`src/rtl/rdp_pkg.sv`:
```
package rdp_pkg;
  // Constants for the arithmetic steps (truncated or extended to the datapath width)
  localparam logic [31:0] ADD_A = 32'h0000_3A5C;
  localparam logic [31:0] XOR_B = 32'h0000_C3A5;
  localparam logic [31:0] ADD_C = 32'h0000_1234;

  typedef enum logic {
    DEPTH_DEEP    = 1'b0,
    DEPTH_SHALLOW = 1'b1
  } depth_e;
endpackage

```
`src/rtl/rdp_stage.sv`:
```
// One short combinational step; the operation is chosen by the stage index.
module rdp_stage #(
  parameter int W   = 16,
  parameter int IDX = 0
) (
  input  logic [W-1:0] d,
  output logic [W-1:0] y
);
  import rdp_pkg::*;

  localparam int OPSEL = IDX % 4;

  generate
    if (OPSEL == 0) begin : g_add_a
      assign y = d + W'(ADD_A);
    end else if (OPSEL == 1) begin : g_xor_b
      assign y = d ^ W'(XOR_B);
    end else if (OPSEL == 2) begin : g_rotl
      assign y = {d[W-2:0], d[W-1]};
    end else begin : g_add_c
      assign y = d + W'(ADD_C);
    end
  endgenerate
endmodule

```
`src/rtl/rdp_slot.sv`:
```
// Stage register with an optional pass-through. When byp is high the live input
// is forwarded and the stored valid is forced low so nothing stale remains.
module rdp_slot #(
  parameter int W = 16
) (
  input  logic         clk,
  input  logic         rst_n,
  input  logic         byp,
  input  logic [W-1:0] d,
  input  logic         d_valid,
  output logic [W-1:0] q,
  output logic         q_valid,
  output logic         held_valid
);
  logic [W-1:0] data_r;
  logic         vld_r;

  always_ff @(posedge clk or negedge rst_n) begin
    if (!rst_n) begin
      data_r <= '0;
      vld_r  <= 1'b0;
    end else begin
      data_r <= d;
      vld_r  <= d_valid & ~byp;
    end
  end

  assign q          = byp ? d : data_r;
  assign q_valid    = byp ? d_valid : vld_r;
  assign held_valid = vld_r;
endmodule

```
`src/rtl/rdp_mode_ctrl.sv`:
```
// Holds the depth in force; applies a new request only on an empty, idle edge.
module rdp_mode_ctrl (
  input  logic clk,
  input  logic rst_n,
  input  logic mode_sel,
  input  logic in_valid,
  input  logic chain_empty,
  output logic shallow,
  output logic busy
);
  import rdp_pkg::*;

  depth_e depth_q;
  logic   apply;

  assign busy  = (mode_sel != depth_q);
  assign apply = busy & chain_empty & ~in_valid;

  always_ff @(posedge clk or negedge rst_n) begin
    if (!rst_n) depth_q <= DEPTH_DEEP;
    else if (apply) depth_q <= depth_e'(mode_sel);
  end

  assign shallow = (depth_q == DEPTH_SHALLOW);

  // the depth only moves on an edge that saw an empty chain and no input
  a_r6_switch_when_empty: assert property (@(posedge clk) disable iff (!rst_n)
    (shallow != $past(shallow)) |-> $past(chain_empty && !in_valid));

  // a pending request waits while words are in flight or arriving
  a_r6_hold_while_busy: assert property (@(posedge clk) disable iff (!rst_n)
    (mode_sel != shallow && (!chain_empty || in_valid)) |=> (shallow == $past(shallow)));
endmodule

```
`src/rtl/rdp_pipe.sv`:
```
module rdp_pipe #(
  parameter int W        = 16,
  parameter int N_STAGES = 4
) (
  input  logic         clk,
  input  logic         rst_n,
  input  logic         mode_sel,
  input  logic         in_valid,
  input  logic [W-1:0] in_data,
  output logic         out_valid,
  output logic [W-1:0] out_data,
  output logic         busy,
  output logic         mode_shallow
);
  localparam int LAT_DEEP    = N_STAGES;
  localparam int LAT_SHALLOW = N_STAGES / 2;

  logic [W-1:0]        lane_d [0:N_STAGES];
  logic [N_STAGES:0]   lane_v;
  logic [W-1:0]        comb_d [0:N_STAGES-1];
  logic [N_STAGES-1:0] held_v;
  logic [N_STAGES-1:0] byp;
  logic                shallow;
  logic                chain_empty;

  assign lane_d[0] = in_data;
  assign lane_v[0] = in_valid;

  genvar k;
  generate
    for (k = 0; k < N_STAGES; k++) begin : g_step
      rdp_stage #(.W(W), .IDX(k)) u_stage (
        .d (lane_d[k]),
        .y (comb_d[k])
      );

      if (k % 2 == 0) begin : g_bypassable
        assign byp[k] = shallow;
      end else begin : g_fixed
        assign byp[k] = 1'b0;
      end

      rdp_slot #(.W(W)) u_slot (
        .clk        (clk),
        .rst_n      (rst_n),
        .byp        (byp[k]),
        .d          (comb_d[k]),
        .d_valid    (lane_v[k]),
        .q          (lane_d[k+1]),
        .q_valid    (lane_v[k+1]),
        .held_valid (held_v[k])
      );
    end
  endgenerate

  assign chain_empty = ~|held_v;

  rdp_mode_ctrl u_mode (
    .clk         (clk),
    .rst_n       (rst_n),
    .mode_sel    (mode_sel),
    .in_valid    (in_valid),
    .chain_empty (chain_empty),
    .shallow     (shallow),
    .busy        (busy)
  );

  assign out_valid    = lane_v[N_STAGES];
  assign out_data     = lane_d[N_STAGES];
  assign mode_shallow = shallow;

  // Edges since reset, saturating, so that $past never reaches before reset
  logic [3:0] warm_q;
  always_ff @(posedge clk or negedge rst_n) begin
    if (!rst_n) warm_q <= '0;
    else if (warm_q != 4'd8) warm_q <= warm_q + 4'd1;
  end

  // a deep-depth input shows up LAT_DEEP edges later
  a_r3_deep_latency: assert property (@(posedge clk) disable iff (!rst_n)
    (warm_q == 4'd8 && $past(in_valid, LAT_DEEP) && !$past(shallow, LAT_DEEP)) |-> out_valid);

  // a shallow-depth input shows up LAT_SHALLOW edges later
  a_r4_shallow_latency: assert property (@(posedge clk) disable iff (!rst_n)
    (warm_q == 4'd8 && $past(in_valid, LAT_SHALLOW) && $past(shallow, LAT_SHALLOW)) |-> out_valid);

  // every result traces back to a real input at the matching depth
  a_r8_no_phantom: assert property (@(posedge clk) disable iff (!rst_n)
    (warm_q == 4'd8 && out_valid) |->
      (shallow ? $past(in_valid, LAT_SHALLOW) : $past(in_valid, LAT_DEEP)));
endmodule

```
`config.mk`:
```
export PLATFORM = sky130hd
export DESIGN_NAME = rdp_pipe
export DESIGN_NICKNAME = d
export VERILOG_FILES = /design/src/rtl/rdp_pkg.sv /design/src/rtl/rdp_stage.sv /design/src/rtl/rdp_slot.sv /design/src/rtl/rdp_mode_ctrl.sv /design/src/rtl/rdp_pipe.sv
export SDC_FILE = /design/constraint.sdc
export NUM_CORES = 1
export LEC_CHECK = 0
export ABC_AREA = 1
export BUFFER_PORTS_ARGS = -buffer_cell sky130_fd_sc_hd__buf_2
export CORE_MARGIN = 2
export CORE_UTILIZATION = 34
export DETAILED_ROUTE_END_ITERATION = 12
export GPL_TIMING_DRIVEN = 0
export PLACE_DENSITY = 0.56
export SYNTH_ARGS = -nofsm -noshare
export SYNTH_HDL_FRONTEND = slang
export SYNTH_SLANG_ARGS = --single-unit
```
`constraint.sdc`:
```
create_clock -name clk -period 1.5 [get_ports clk]
set_clock_uncertainty 0.05 [all_clocks]
set_input_delay 0 -clock clk [delete_from_list [all_inputs] [get_ports clk]]
set_output_delay 0 -clock clk [all_outputs]
set_load 0.005 [all_outputs]
```
==> metrics.yaml <==
status:
  outcome: "complete, but fails checks"
  violations: "negative setup slack"
sta:
  hold_viol: 0
  min_period_over_period: 1.06
  tightest_slew_ns: 0.836
  relSlewSlack: 0.443
  rsz0062_at_grt: "true"
  fmax_mhz: 629
  fin_ws_ns: -0.0899
  setup_viol: 8
  report.final.slew_viol_count: 0
  min_period_ns: 1.59
synthesis:
  synth.distinct_cells: 32
  syn_nets: 366
  post_synth.cell_area_avg_um2: 8.94
  synth_most_common_cell: "nand2_1"
  synth-main-ff-cell: "dfrtp_1"
  yosys-top-cells-count: "115 x nand2_1, 69 x dfrtp_1, 43 x inv_1, 21 x nand3_1, 18 x nand2_2"
  synthCells: 344
  synth_seq_cells: 69
  syn_area_um2: 3080
  synth_top_area_frac: 0.561
  yosysSeqAreaShare: 0.561
  synth_top_area_cell: "dfrtp_1"
  yosysWarnings: 0
  async_flop_share: 1.00
  yosys-top-cells-area: "dfrtp_1 56%, nand2_1 14%, inv_1 5.2%"
  synth_enable_flop_cells: 0
route:
  route.vias.total: 2238
  drt_wl_total_mm: 5.52
  viasPerCell: 4.19
  drc_errors: 0
  drtAntennaViolNets: 0
  drtPass1Iterations: 4
  drtIter0Drc: 56
  wl_per_cell_um: 10.3
final_layout:
  drive_gt1_frac: 0.310
  area_growth_pct: 31.8
  nFillCells: 861
  diodes: 0
  fin_nets: 443
floorplan:
  coreArea_um2: 8760
  die_h_um: 99.1
  initial_core_util: 0.351
  row_count: 34
  ios: 39
  die_w_um: 99.1
  die_area_um2: 9830
power:
  ir_worst_vdd_mv: 0.656
  leakage_nw: 2.09
  power_density_nw_per_um2: 1960
  p_total_w: 0.00795
clock_network:
  cts-root-buf: "clkbuf_8"
  clk_pin_slew_ns: 0.07
  cts.path.max_buffers: 2
  cts_tree: "yes"
  cts.sinks: 69
  cts-htree-levels: 3
  clk_latency_ns: 0.34
  cts_made_buffers: 9
global_route:
  busiest_layer: "met2"
  met1_usage: 0.149
  grt_pass1_wl_mm: 9.80
  grt_max_degree: 70
  grt_overflow_total: 0
  track_usage: 0.125
  antenna_found_initial: 0
  use_met2: 0.209
  use_met3: 0.0387
  grt_pass1_vias: 2215
worst_hold_path:
  min_path_type: "in -> async"
worst_setup_path:
  crit_buf_inv: 3
  worst-endpoint-arrival_ns: 1.76
  end_kind: "flip-flop"
  crit_path_max_incr_delay_ns: 0.36
  cp_common_cell: "nand2_4"
  critPathLaunch: "u_mode.shallow$_DFFE_PN0P_"
  crit_path_max_fanout: 7
  path_class: "reg -> reg"
  cp-start-kind: "flip-flop"
  critPathTopFamily: "simple AND/OR/NAND/NOR gates"
  crit_chain: "buf_6, inv_6, buf_12, nand2_4, nand2_4, ha_4, nor2_4, nand2_4, nand3_4, nand2_2, xor2_1"
  r2r_start: "u_mode.shallow$_DFFE_PN0P_"
  required_ns: 1.67
  slowest_stage: "dfrtp_1"
place:
  place_ws_ns: -0.151
  io_buffers: 38
  hpwl_mm: 3.73
  gp_congestion: 0.787
run:
  maxCapViolations: 0
-- worst register-to-register path: stages, from the launching register on --
cell     delay [ns]
dfrtp_1        0.36
buf_6          0.15
inv_6          0.05
buf_12         0.13
nand2_4        0.06
nand2_4        0.06
ha_4           0.17
nor2_4         0.11
nand2_4        0.07
nand3_4        0.08
nand2_2        0.06
xor2_1         0.14
-- metrics by stage --
step                      setup TNS (ns)  hold WS (ns)  cells  utilization  area, µm²
after floorplan                  -0.0762        -0.346    344            -       3090
after CTS                         -0.512         0.246    526        0.440       3850
after global routing               -1.39         0.256    534        0.463       4060
after detailed placement          -0.964        0.0769    490        0.390       3420
after global placement            -0.740        0.0744    490        0.390       3420
final                             -0.402         0.255    534        0.463       4060
-- where the power goes --
part / switching [W] / total (W) / internal, W
Sequential: 0.000218 / 0.00275 / 0.00253
Combinational: 0.00214 / 0.00374 / 0.00160
Clock: 0.000694 / 0.00147 / 0.000771
-- final cells by class --
type | count | area (µm²) | share of cell area
sequential | 69 | 1730 | 0.426
multi-input combinational | 221 | 1270 | 0.314
timing repair buffer | 66 | 472 | 0.116
inverter | 46 | 178 | 0.0438
tap | 108 | 135 | 0.0333
clock buffer | 11 | 131 | 0.0324
buffer | 8 | 80.1 | 0.0197
clock inverter | 5 | 61.3 | 0.0151
-- flip-flops by register name (all words and copies together), names as in the netlist --
name	cells
g_step.u_slot.data_r	64
g_step.u_slot.held_valid	4
u_mode.shallow	1
-- metal layers --
layer,vias to the layer above,wire length [µm]
li1,1192,-
met1,999,2480
met2,39,2750
met3,8,209
met4,0,81
met5,-,0
-- cell usage in the layout (no fill, tap or decap), drive strengths merged, types with 8 or more instances in the layout --
master and count:
dlygate4sd3 19, clkbuf 14, inv 46, nand2 137, nor2 23, buf 52, o21ai 10, nand3 22
xor2 8, dfrtp 69
-- path summary, 6_finish.rpt --
check                                                         to  slack (ns)  cells after the start
setup reg to reg           g_step[3].u_slot.data_r[10]$_DFF_PN0_       -0.09                     11
setup / recovery           g_step[3].u_slot.data_r[10]$_DFF_PN0_       -0.09                     11
min in group clk            g_step[0].u_slot.data_r[0]$_DFF_PN0_        0.26                      2
hold / removal              g_step[0].u_slot.data_r[2]$_DFF_PN0_        0.25                      2
hold reg to reg            g_step[2].u_slot.data_r[15]$_DFF_PN0_        0.32                      0
max in group asynchronous  g_step[3].u_slot.data_r[15]$_DFF_PN0_        0.60                      2
-- kinds of logic after synthesis --
family / Yosys count / synth area share
mux: 3 / 0.00976
buf+inv: 54 / 0.0781
compound gates: 15 / 0.0268
flops: 69 / 0.561
fa+ha+maj: 2 / 0.00813
simple gates: 190 / 0.285
xor+xnor: 11 / 0.0313
-- repair_timing --
item / in CTS / in global routing
setup endpoints to repair: 22 / 23
hold buffers: 19 / 0
hold endpoints to repair: 100 / 0
gates cloned: 0 / 1
resized for setup: 14 / 35
pin swaps: 1 / 15
setup buffers: 1 / 7
(Power assumes the default switching activity.)
